[src/rtl/prog_cmd_pkg.sv]
package prog_cmd_pkg;
   localparam logic [7:0] OP_SYNC    = 8'h30;
   localparam logic [7:0] OP_GETPAR  = 8'h41;
   localparam logic [7:0] OP_SIGN    = 8'h75;
   localparam logic [7:0] BYTE_EOP   = 8'h20;
   localparam logic [7:0] RSP_INSYNC = 8'h14;
   localparam logic [7:0] RSP_OK     = 8'h10;
   localparam logic [7:0] RSP_NOSYNC = 8'h15;

   typedef enum logic [2:0] {
      RK_SYNC   = 3'd0,
      RK_PARAM  = 3'd1,
      RK_SIGN   = 3'd2,
      RK_OTHER  = 3'd3,
      RK_NOSYNC = 3'd4
   } reply_kind_t;

   typedef enum logic [1:0] {
      PS_OPCODE = 2'd0,
      PS_CODE   = 2'd1,
      PS_EOP    = 2'd2
   } parse_state_t;
endpackage

[src/rtl/prog_param_lookup.sv]
module prog_param_lookup #(
   parameter int DATA_W = 8,
   parameter int NUM_PARAMS = 1,
   parameter logic [NUM_PARAMS*DATA_W-1:0] PARAM_CODES = 8'h80,
   parameter logic [NUM_PARAMS*DATA_W-1:0] PARAM_VALS  = 8'h03
) (
   input  logic [DATA_W-1:0] code,
   output logic [DATA_W-1:0] value
);
   generate
      if (NUM_PARAMS < 1) begin : g_bad_count
         $error("prog_param_lookup: NUM_PARAMS must be at least 1");
      end
      if (NUM_PARAMS == 1) begin : g_single
         assign value = (code == PARAM_CODES) ? PARAM_VALS : '0;
      end else begin : g_table
         logic [NUM_PARAMS-1:0] hit;
         for (genvar i = 0; i < NUM_PARAMS; i++) begin : g_cmp
            assign hit[i] = (code == PARAM_CODES[i*DATA_W +: DATA_W]);
         end
         always_comb begin
            value = '0;
            for (int j = NUM_PARAMS - 1; j >= 0; j--) begin
               if (hit[j]) value = PARAM_VALS[j*DATA_W +: DATA_W];
            end
         end
      end
   endgenerate
endmodule

[src/rtl/prog_cmd_parser.sv]
module prog_cmd_parser
   import prog_cmd_pkg::*;
#(
   parameter int DATA_W = 8
) (
   input  logic              clk,
   input  logic              rst,
   input  logic              in_valid,
   input  logic [DATA_W-1:0] in_data,
   output logic              in_ready,
   input  logic              busy,
   output logic [DATA_W-1:0] lookup_code,
   input  logic [DATA_W-1:0] lookup_val,
   output logic              start,
   output reply_kind_t       start_kind,
   output logic [DATA_W-1:0] start_val,
   output logic              mid_cmd
);
   parse_state_t        state_q;
   reply_kind_t         kind_q;
   logic [DATA_W-1:0]   val_q;
   logic                accept;

   assign in_ready    = !busy;
   assign accept      = in_valid && in_ready;
   assign lookup_code = in_data;
   assign mid_cmd     = (state_q != PS_OPCODE);
   assign start       = accept && (state_q == PS_EOP);
   assign start_kind  = (in_data == BYTE_EOP) ? kind_q : RK_NOSYNC;
   assign start_val   = val_q;

   always_ff @(posedge clk) begin
      if (rst) begin
         state_q <= PS_OPCODE;
         kind_q  <= RK_SYNC;
         val_q   <= '0;
      end else if (accept) begin
         unique case (state_q)
            PS_OPCODE: begin
               state_q <= PS_EOP;
               if (in_data == OP_SYNC)        kind_q <= RK_SYNC;
               else if (in_data == OP_SIGN)   kind_q <= RK_SIGN;
               else if (in_data == OP_GETPAR) begin
                  kind_q  <= RK_PARAM;
                  state_q <= PS_CODE;
               end else                       kind_q <= RK_OTHER;
            end
            PS_CODE: begin
               val_q   <= lookup_val;
               state_q <= PS_EOP;
            end
            default: state_q <= PS_OPCODE;
         endcase
      end
   end

   assert_no_accept_busy_R8: assert property (@(posedge clk) disable iff (rst)
      busy |-> !in_ready);
endmodule

[src/rtl/prog_reply_seq.sv]
module prog_reply_seq
   import prog_cmd_pkg::*;
#(
   parameter int DATA_W = 8,
   parameter logic [3*DATA_W-1:0] SIGNATURE = 24'h1E950F
) (
   input  logic              clk,
   input  logic              rst,
   input  logic              start,
   input  reply_kind_t       start_kind,
   input  logic [DATA_W-1:0] start_val,
   output logic              busy,
   output logic              out_valid,
   output logic [DATA_W-1:0] out_data,
   input  logic              out_ready
);
   localparam int IDX_W = 3;

   reply_kind_t       kind_q;
   logic [DATA_W-1:0] val_q;
   logic [IDX_W-1:0]  idx_q;
   logic [IDX_W-1:0]  last_idx;
   logic              busy_q;

   assign busy      = busy_q;
   assign out_valid = busy_q;

   always_comb begin
      unique case (kind_q)
         RK_PARAM:  last_idx = 3'd2;
         RK_SIGN:   last_idx = 3'd4;
         RK_NOSYNC: last_idx = 3'd0;
         default:   last_idx = 3'd1;
      endcase
   end

   always_comb begin
      out_data = RSP_OK;
      unique case (kind_q)
         RK_NOSYNC: out_data = RSP_NOSYNC;
         RK_PARAM: begin
            if (idx_q == 3'd0)      out_data = RSP_INSYNC;
            else if (idx_q == 3'd1) out_data = val_q;
         end
         RK_SIGN: begin
            if (idx_q == 3'd0) out_data = RSP_INSYNC;
            else if (idx_q <= 3'd3)
               out_data = SIGNATURE[(3 - int'(idx_q))*DATA_W +: DATA_W];
         end
         default: if (idx_q == 3'd0) out_data = RSP_INSYNC;
      endcase
   end

   always_ff @(posedge clk) begin
      if (rst) begin
         busy_q <= 1'b0;
         idx_q  <= '0;
         kind_q <= RK_SYNC;
         val_q  <= '0;
      end else if (!busy_q) begin
         if (start) begin
            busy_q <= 1'b1;
            idx_q  <= '0;
            kind_q <= start_kind;
            val_q  <= start_val;
         end
      end else if (out_ready) begin
         if (idx_q == last_idx) begin
            busy_q <= 1'b0;
            idx_q  <= '0;
         end else begin
            idx_q <= idx_q + 3'd1;
         end
      end
   end

   assert_hold_stall_R9: assert property (@(posedge clk) disable iff (rst)
      out_valid && !out_ready |=> out_valid && $stable(out_data));
   assert_lead_byte_R2: assert property (@(posedge clk) disable iff (rst)
      $rose(out_valid) |-> (out_data == RSP_INSYNC || out_data == RSP_NOSYNC));
   assert_nosync_alone_R6: assert property (@(posedge clk) disable iff (rst)
      out_valid && out_ready && out_data == RSP_NOSYNC |=> !out_valid);
endmodule

[src/rtl/prog_cmd_responder.sv]
module prog_cmd_responder
   import prog_cmd_pkg::*;
#(
   parameter int DATA_W = 8,
   parameter int NUM_PARAMS = 1,
   parameter logic [NUM_PARAMS*DATA_W-1:0] PARAM_CODES = 8'h80,
   parameter logic [NUM_PARAMS*DATA_W-1:0] PARAM_VALS  = 8'h03,
   parameter logic [3*DATA_W-1:0] SIGNATURE = 24'h1E950F
) (
   input  logic              clk,
   input  logic              rst,
   input  logic              in_valid,
   input  logic [DATA_W-1:0] in_data,
   output logic              in_ready,
   output logic              out_valid,
   output logic [DATA_W-1:0] out_data,
   input  logic              out_ready
);
   generate
      if (DATA_W != 8) begin : g_bad_width
         $error("prog_cmd_responder: DATA_W must be 8");
      end
   endgenerate

   logic              busy;
   logic              start;
   logic              mid_cmd;
   reply_kind_t       start_kind;
   logic [DATA_W-1:0] start_val;
   logic [DATA_W-1:0] lookup_code;
   logic [DATA_W-1:0] lookup_val;

   prog_param_lookup #(
      .DATA_W(DATA_W), .NUM_PARAMS(NUM_PARAMS),
      .PARAM_CODES(PARAM_CODES), .PARAM_VALS(PARAM_VALS)
   ) u_lookup (
      .code(lookup_code), .value(lookup_val)
   );

   prog_cmd_parser #(.DATA_W(DATA_W)) u_parser (
      .clk(clk), .rst(rst),
      .in_valid(in_valid), .in_data(in_data), .in_ready(in_ready),
      .busy(busy), .lookup_code(lookup_code), .lookup_val(lookup_val),
      .start(start), .start_kind(start_kind), .start_val(start_val),
      .mid_cmd(mid_cmd)
   );

   prog_reply_seq #(.DATA_W(DATA_W), .SIGNATURE(SIGNATURE)) u_seq (
      .clk(clk), .rst(rst),
      .start(start), .start_kind(start_kind), .start_val(start_val),
      .busy(busy), .out_valid(out_valid), .out_data(out_data),
      .out_ready(out_ready)
   );

   assert_reset_idle_R1: assert property (@(posedge clk)
      rst |=> !out_valid && in_ready);
   assert_no_early_reply_R10: assert property (@(posedge clk) disable iff (rst)
      mid_cmd |-> !out_valid);
   assert_ready_excl_R8: assert property (@(posedge clk) disable iff (rst)
      out_valid |-> !in_ready);
endmodule

[config.mk]
export PLATFORM = sky130hd
export DESIGN_NAME = prog_cmd_responder
export DESIGN_NICKNAME = d
export VERILOG_FILES = /design/src/rtl/prog_cmd_pkg.sv /design/src/rtl/prog_param_lookup.sv /design/src/rtl/prog_cmd_parser.sv /design/src/rtl/prog_reply_seq.sv /design/src/rtl/prog_cmd_responder.sv
export SDC_FILE = /design/constraint.sdc
export NUM_CORES = 1
export LEC_CHECK = 0
export CAP_MARGIN = 20
export CORE_MARGIN = 2
export CORE_UTILIZATION = 58
export DETAILED_ROUTE_END_ITERATION = 12
export DONT_BUFFER_PORTS = 1
export PLACE_DENSITY = 0.74
export RECOVER_POWER = 25
export SLEW_MARGIN = 20
export SYNTH_ARGS = -nofsm -noshare
export SYNTH_HDL_FRONTEND = slang
export SYNTH_HIERARCHICAL = 1
export SYNTH_SLANG_ARGS = --single-unit
[constraint.sdc]
create_clock -name clk -period 1.9 [get_ports clk]
set_clock_uncertainty 0.15 [all_clocks]
set_input_delay 0.19 -clock clk [delete_from_list [all_inputs] [get_ports clk]]
set_output_delay 0.19 -clock clk [all_outputs]
set_load 0.02 [all_outputs]
# ---- Word-level counts from Yosys, hierarchy flattened
# Cells that the tools add are included.
dict set report totals {
  ff_bits 28
  latchBits 0
  ramBits 0
  mem_bits_ro 0
  output_inout_bits 10
  mem_count 0
}
dict set report op_classes {
  n_addsub 2
  n_mul 0
  n_div 0
  magnitude_cmp 1
  eq_ne 13
  n_shift 1
  mux 24
  bitwise_logic 1
  reduce_logical 10
}
# op n
set op_table {}
lappend op_table {{$mux W8} 4}
lappend op_table {{$shiftx A24 B32 Y8 const A} 1}
lappend op_table {{$mux W3} 8}
lappend op_table {{$pmux W8 S3} 1}
lappend op_table {{$eq A8 B6 Y1 const B} 2}
lappend op_table {{$eq A8 B7 Y1 const B} 2}
lappend op_table {{$mux W2} 5}
lappend op_table {{$pmux W3 S3} 1}
lappend op_table {{$eq A8 B8 Y1 const B} 1}
lappend op_table {{$reduce_and A2 Y1} 4}
lappend op_table {{$eq A3 B1 Y1 const B} 2}
lappend op_table {{$mux W1} 4}
lappend op_table {{$pmux W2 S2} 1}
lappend op_table {{$sub A2 B3 Y4 const A} 1}
lappend op_table {{$add A3 B1 Y3 const B} 1}
lappend op_table {{$eq A3 B2 Y1 const B} 1}
lappend op_table {{$eq A3 B3 Y1} 1}
lappend op_table {{$eq A3 B3 Y1 const B} 1}
lappend op_table {{$le A3 B2 Y1 const B} 1}
lappend op_table {{$logic_not A3 Y1} 1}
lappend op_table {{$eq A2 B1 Y1 const B} 1}
lappend op_table {{$eq A2 B2 Y1 const B} 1}
lappend op_table {{$logic_and A1 B1 Y1} 2}
lappend op_table {{$logic_not A2 Y1} 1}
lappend op_table {{other kinds (4)} 4}

# ---- Depth between registers and ports, before layout
# Gate-level depths: netlist of run 1.
dict set report logic_depth {
  word_depth 6
  depth_mapped 7
  depth_no_buf 6
}

# ---- Cells and area by module
# Netlist of run 1, hierarchy kept.
# module n_inst cells_each area_per_inst_um2
set modules_own_cells {}
lappend modules_own_cells {prog_reply_seq 1 117 888.4}
lappend modules_own_cells {prog_cmd_parser 1 70 630.6}
lappend modules_own_cells {prog_param_lookup 1 11 76.3}

# ---- Worst setup path after synthesis of run 1
# No wires, ideal clock.
dict set report synth_timing {
  path_kind {register to output}
  start {register u_seq.idx_q[0]}
  end {output out_data[4]}
  arrival_time_ps 1566
  t_required_ps 1560
  path_slack_ps -6
  stages_incl_launch_ff 7
  n_path_buf 1
  path_cell_list {dfxtp_1 buf_2 inv_1 ha_1 o41ai_1 a22oi_1 or2_2}
}
dict set report synth_between {
  elab_chain_cells 5
  elab_cells_between_ends 10
  classes_between {add/sub: 1; order compare: 1; eq/ne: 1; shift: 1; mux: 5; reduce/logical: 1}
}
# element line_no
set synth_rtl {}
lappend synth_rtl {{start, declared} prog_reply_seq.sv:21} ;# logic [IDX_W-1:0] idx_q;
lappend synth_rtl {{start signal, assigned} prog_reply_seq.sv:72} ;# idx_q <= idx_q + 3'd1;
lappend synth_rtl {{$sub A2 B3 Y4} prog_reply_seq.sv:48} ;# out_data = SIGNATURE[(3 - int'(idx_q))*DATA_W +: DATA_W];
lappend synth_rtl {{$shiftx A24 B32 Y8} prog_reply_seq.sv:48}
lappend synth_rtl {{$mux W8} prog_reply_seq.sv:47} ;# else if (idx_q <= 3'd3)
lappend synth_rtl {{$mux W8} prog_reply_seq.sv:46} ;# if (idx_q == 3'd0) out_data = RSP_INSYNC;
lappend synth_rtl {{$pmux W8 S3 (*)} prog_reply_seq.sv:39} ;# unique case (kind_q)
lappend synth_rtl {{end, declared} prog_cmd_responder.sv:16} ;# output logic [DATA_W-1:0] out_data,
# Mark *: on every way between the ends. The rest lies on a longest branch, timed or not.

# ---- Worst setup path after layout of run 1
# Ends and elaborated chain as after synthesis.

==> results of run 1 <==
==> what timing repair did <==
action                     in CTS  in global routing
hold endpoints to repair       27                  0
setup buffers                   6                  2
setup endpoints to repair       8                 23
hold buffers                    4                  0
pin swaps                       6                  7
resized for setup              31                 10
==> worst max-delay path, cell delays in order, from the launching register on <==
cell and delay (ps):
dfxtp_2 350, buf_6 130, nor2b_4 120, o41ai_2 350, a22oi_1 160, or2_4 280
==> final timing paths <==
path         slack, ps             endpoint                  start
max               -160          out_data[4]         u_seq/idx_q[0]
min                 20  u_parser/state_q[0]             in_data[2]
max reg2reg        -10           u_seq/busy         u_seq/idx_q[0]
min reg2reg        320       u_seq/val_q[0]  u_parser/start_val[0]
==> cell type report <==
class	instances	share of cell area, %
repair buffers	22	9.70
inverters	9	1.86
clock buffers	4	1.45
flip-flops and latches	27	30.2
well taps	30	2.06
multi-input cells	140	54.7
==> per-layer routing <==
metal / GRT usage, % / up-vias / part of all wire [%]
li1: - / 683 / -
met2: 37.0 / 35 / 50
met4: 8.84 / 0 / 1.7
met5: 0 / - / 0
met1: 26.9 / 587 / 44
met3: 2.53 / 6 / 4.3
==> metrics by stage <==
stage / cells / setup WS [ps] / power (W) / area (um2) / utilization (%)
6_report: 232 / -159 / 0.000959 / 1820 / 71.4
5_1_grt: 232 / -278 / 0.00101 / 1820 / 71.4
4_1_cts: 230 / -67.5 / 0.000958 / 1770 / 69.4
3_5_place_dp: 216 / 116 / 0.000696 / 1550 / 60.9
3_3_place_gp: 216 / 159 / 0.000691 / 1550 / 60.9
2_1_floorplan: 202 / 26.4 / 0.000707 / 1610 / -
==> report_power, final <==
| part | switching [W] | total, W | leakage [nW] | internal [W] |
|---|---|---|---|---|
| Sequential | 0.0000122 | 0.000588 | 0.221 | 0.000576 |
| Combinational | 0.0000765 | 0.000132 | 0.376 | 0.0000557 |
| Clock | 0.000156 | 0.000238 | 0.0150 | 0.0000821 |
| Total | 0.000245 | 0.000959 | 0.612 | 0.000714 |
==> state kept, by name, indices dropped and copies added (netlist names) <==
signal / flops
u_parser/kind_q: 2
u_seq/busy: 1
u_seq/kind_q: 3
u_seq/idx_q: 3
u_parser/start_val: 8
u_seq/val_q: 8
u_parser/state_q: 2
==> placed cells by master, fill, tap and decap left out, types with 4 or more instances in the layout <==
master          n
dfxtp_2         4
nor2_1         15
nor3_1          4
dlygate4sd3_1   4
dfxtp_1        22
inv_1           7
a21oi_1        12
buf_4          14
mux2i_1         8
conb_1          6
nand2_1        28
nor2b_1         4
==> impl_results.md, run 1 <==
* Status: finished, violations left
* Failing checks: negative setup slack
* Share of layout cells above drive strength 1 at 25.2%
* Setup-violating endpoint count in the final report at 7
* Clock transition at path regs at 140 ps
* # port buffers at 0
* Cells after Synth at 197
* Routed len/inst at 14.6 um
* Number of cell rows at 18
* Detail Route Antenna Nets at 0
* Initial core utilization at 62.4%
* CTS tree: done
* Crit start category: flip-flop
* Cell area after synthesis at 1590 um2
* Ant. Diodes at 0
* Hold Path Class: in2reg
* Routability cong. at 0.980
* Grt total ovfl at 0
* Fillers at 196
* Initial DRT Pass Iterations at 4
* Tmin final at 2060 ps
* Vias at 1,311
* Largest net degree at the start of global routing at 33
* WHS at 15.7 ps
* FMAX at 486 MHz
* CP Max Fanout at 5
* Hold Crit Depth at 3
* Relative slew slack at 27.4%
* Top Ports at 22
* Period Utilization, post-route at 108%
* Critical Path End Type: primary output
* Yosys Warn Count at 6
* Die Span X at 56.3 um
* R2r worst-path depth at 7
* Vias in the first global route at 1,263
* Final wirelength at 3380 um
* Htree depth at 1
* Final Max Tran Viols at 0
* Die Ht at 56.3 um
* Crit path kind: reg2out
* Nets at 219
* Cts bufs inserted at 3
* Mapped Avg Cell Area at 8.07 um2
* RSZ-0062 raised after global routing: true
* Critical path arrival at 1720 ps
* Detailed placement HPWL at 2170 um
* DIE AREA at 3170 um2
* Global-route wire length before repair at 5500 um
* Final Hold Violating Endpoints at 0
* Peak VDD IR at 0.515 mV
* Initial antenna violation count at 0
* Setup TNS Final at -350 ps
* Setup WS post-layout at -159 ps
* Core footprint at 2540 um2
* GRT Overall Usage at 21.4%
* Clock Root Buffer: clkbuf_4
* Req. time, crit path at 1560 ps
* Layout area overhead at 14.4%
* Multi-input combinational cell area at 995 um2
* Clock Path Buffers at 2
* Pleak at 0.612 nW
* CTS Sinks at 27
* Maxcap violations at 0
* DRT iter0 DRCs at 132
* Vias per inst at 5.65
* FF+latch area at 549 um2
* Slew of the pin with the lowest slew margin at 1090 ps
* Power density cells at 527 nW/um2
* Drt drc at 0
* Worst-Skew Late Latency at 320 ps
Note: power is estimated with default switching activity, not from simulation.
==> inputs of run 2 (changes only) <==
--- a/config.mk
+++ b/config.mk
@@ -6,6 +6,7 @@
 export NUM_CORES = 1
 export LEC_CHECK = 0
 export CAP_MARGIN = 20
+export CORE_ASPECT_RATIO = 2
 export CORE_MARGIN = 2
 export CORE_UTILIZATION = 58
 export DETAILED_ROUTE_END_ITERATION = 12
==> impl_results.md, run 2 (synthesis results as in run 1) <==
* Most common cell after layout, fill and taps aside: nand2_1
* Seq pwr share at 56.5% (-4.9 points)
* Die Span X at 41.0 um (-27%)
* Pwr Total at 0.00104 W (+8.2%)
* Pleak at 0.595 nW (-2.8%)
* Hold Path Class: in2reg
* CTS Sinks at 27 (unchanged)
* Largest net degree at the start of global routing at 32 (-3.0%)
* Die Ht at 78.0 um (+38%)
* Grt total ovfl at 0 (unchanged)
* Final Max Tran Viols at 0 (unchanged)
* Final Hold Violating Endpoints at 0 (unchanged)
* Most frequent cells in the layout: nand2_1 (28), dfxtp_1 (21), nor2_1 (16)
* Req. time, crit path at 1560 ps (about the same)
* Clock power frac at 30.6% (+5.8 points)
* Detailed placement HPWL at 2230 um (+3.1%)
* Comb pwr share at 12.9% (-0.9 points)
* Top Ports at 22 (unchanged)
* Detail Route Antenna Nets at 0 (unchanged)
* Worst-Skew Late Latency at 270 ps (-50 ps)
* Setup WS post-layout at -100 ps (+58.5 ps)
* Initial antenna violation count at 0 (unchanged)
* Tmin final at 2000 ps (-58.5 ps)
* Core footprint at 2570 um2 (+0.98%)
* Crit start category: flip-flop
* Final instance area at 1830 um2 (+0.48%)
* Number of cell rows at 26 (+8)
* Drt drc at 0 (unchanged)
* Crit path kind: reg2out
* Period Utilization, post-route at 105% (-3.1 points)
* Psw at 0.000259 W (+6.0%)
* Maxcap violations at 0 (unchanged)
* Routability cong. at 0.689 (-30%)
* Peak VDD IR at 0.583 mV (+13%)
* Failing checks: negative setup slack
* Htree depth at 1 (unchanged)
* CP Max Fanout at 4 (-1)
* Cell Area, Placed at 1560 um2 (+0.32%)
* Initial DRT Pass Iterations at 4 (unchanged)
* Routed len/inst at 15.5 um (+6.7%)
* Vias in the first global route at 1,307 (+3.5%)
* Critical path arrival at 1660 ps (-60 ps)
* DIE AREA at 3200 um2 (+0.80%)
* Nets at 214 (-2.3%)
* Pint at 0.000778 W (+9.0%)
* Clock Root Buffer: clkbuf_8
* Critical Path End Type: primary output
* Initial core utilization at 61.8% (-0.61 points)
* Layout area overhead at 15.0%
* Pre-CTS WS at 61.6 ps (-54.9 ps)
* Status: finished, violations left
* Share of layout cells above drive strength 1 at 23.4% (-1.9 points)
* Power density cells at 568 nW/um2 (+7.7%)
* CTS tree: done
* Clock transition at path regs at 80 ps (-60 ps)
* Relative slew slack at 29.5% (+2.1 points)
* Vias per inst at 5.99 (+6.0%)
* FMAX at 500 MHz (+2.9%)
* # port buffers at 0 (unchanged)
* Setup-violating endpoint count in the final report at 7 (unchanged)
* GRT Overall Usage at 23.2% (+1.8 points)
* Slew of the pin with the lowest slew margin at 1050 ps (-31.9 ps)
* Switching Fraction at 25.0% (-0.53 points)
* Global-route wire length before repair at 5290 um (-3.9%)
* Final wirelength at 3490 um (+3.4%)
* Final Core Density at 71.1% (-0.35 points)
* Vias at 1,348 (+2.8%)
* RSZ-0062 raised after global routing: true
* Cts bufs inserted at 3 (unchanged)
* Ant. Diodes at 0 (unchanged)
* Setup TNS Final at -351 ps (-1.05 ps)
* DRT iter0 DRCs at 22 (-83%)
* Clock Path Buffers at 2 (unchanged)
[run 2: final timing paths]
kind / startpoint / to / slack, ps / cells past startpoint
max: u_seq/idx_q[1] / out_data[4] / -100 / 7
min: in_data[4] / u_parser/kind_q[1] / 40 / 3
max reg2reg: u_seq/idx_q[0] / u_seq/idx_q[0] / 70 / 6
min reg2reg: u_seq/val_q[6] / u_seq/val_q[6] / 310 / 2
[run 2: repair_timing]
action                     4_1_cts  5_1_grt
hold buffers                     3        0
pin swaps                        6        4
gates resized for setup         32       11
hold endpoints to repair        27        0
setup endpoints to repair        8       22
buffers inserted                 3        0
[run 2: worst max-delay path, cell delays in order, from the launching register on]
cell and delay, ps:
dfxtp_2 350, buf_4 160, ha_4 160, ha_4 150
nand2_2 100, o41ai_4 90, a22oi_2 200, or2_4 180
[run 2: final cells by class]
class | instances | area, um2
inverters | 9 | 33.8
clock inverters | 1 | 5.00
repair buffers | 17 | 148
flip-flops and latches | 27 | 553
well taps | 28 | 35.0
fillers | 222 | 743
multi-input cells | 140 | 1010
clock buffers | 3 | 41.3
[run 2: power groups by stage]
stage	clock network (W)	registers, W	logic, W
2_1_floorplan	0	0.000598	0.000109
3_5_place_dp	0	0.000601	0.0000996
6_report	0.000317	0.000586	0.000134
4_1_cts	0.000331	0.000588	0.000129
3_3_place_gp	0	0.000600	0.0000953
5_1_grt	0.000353	0.000588	0.000147
[run 2: layer usage]
metal | global-route usage (%) | part of all wire (%) | vias to the layer above
met1 | 22.1 | 37 | 640
met3 | 3.95 | 2.8 | 9
met5 | 0 | 0 | -
met2 | 42.0 | 57 | 27
met4 | 11.3 | 3.2 | 0
li1 | - | - | 672
[run 2: through the flow]
step / instances / hold slack, ps
after floorplan: 202 / 155
after global placement: 215 / 113
after detailed placement: 215 / 115
after CTS: 225 / 25.8
after global routing: 225 / 50.1
final: 225 / 37.0
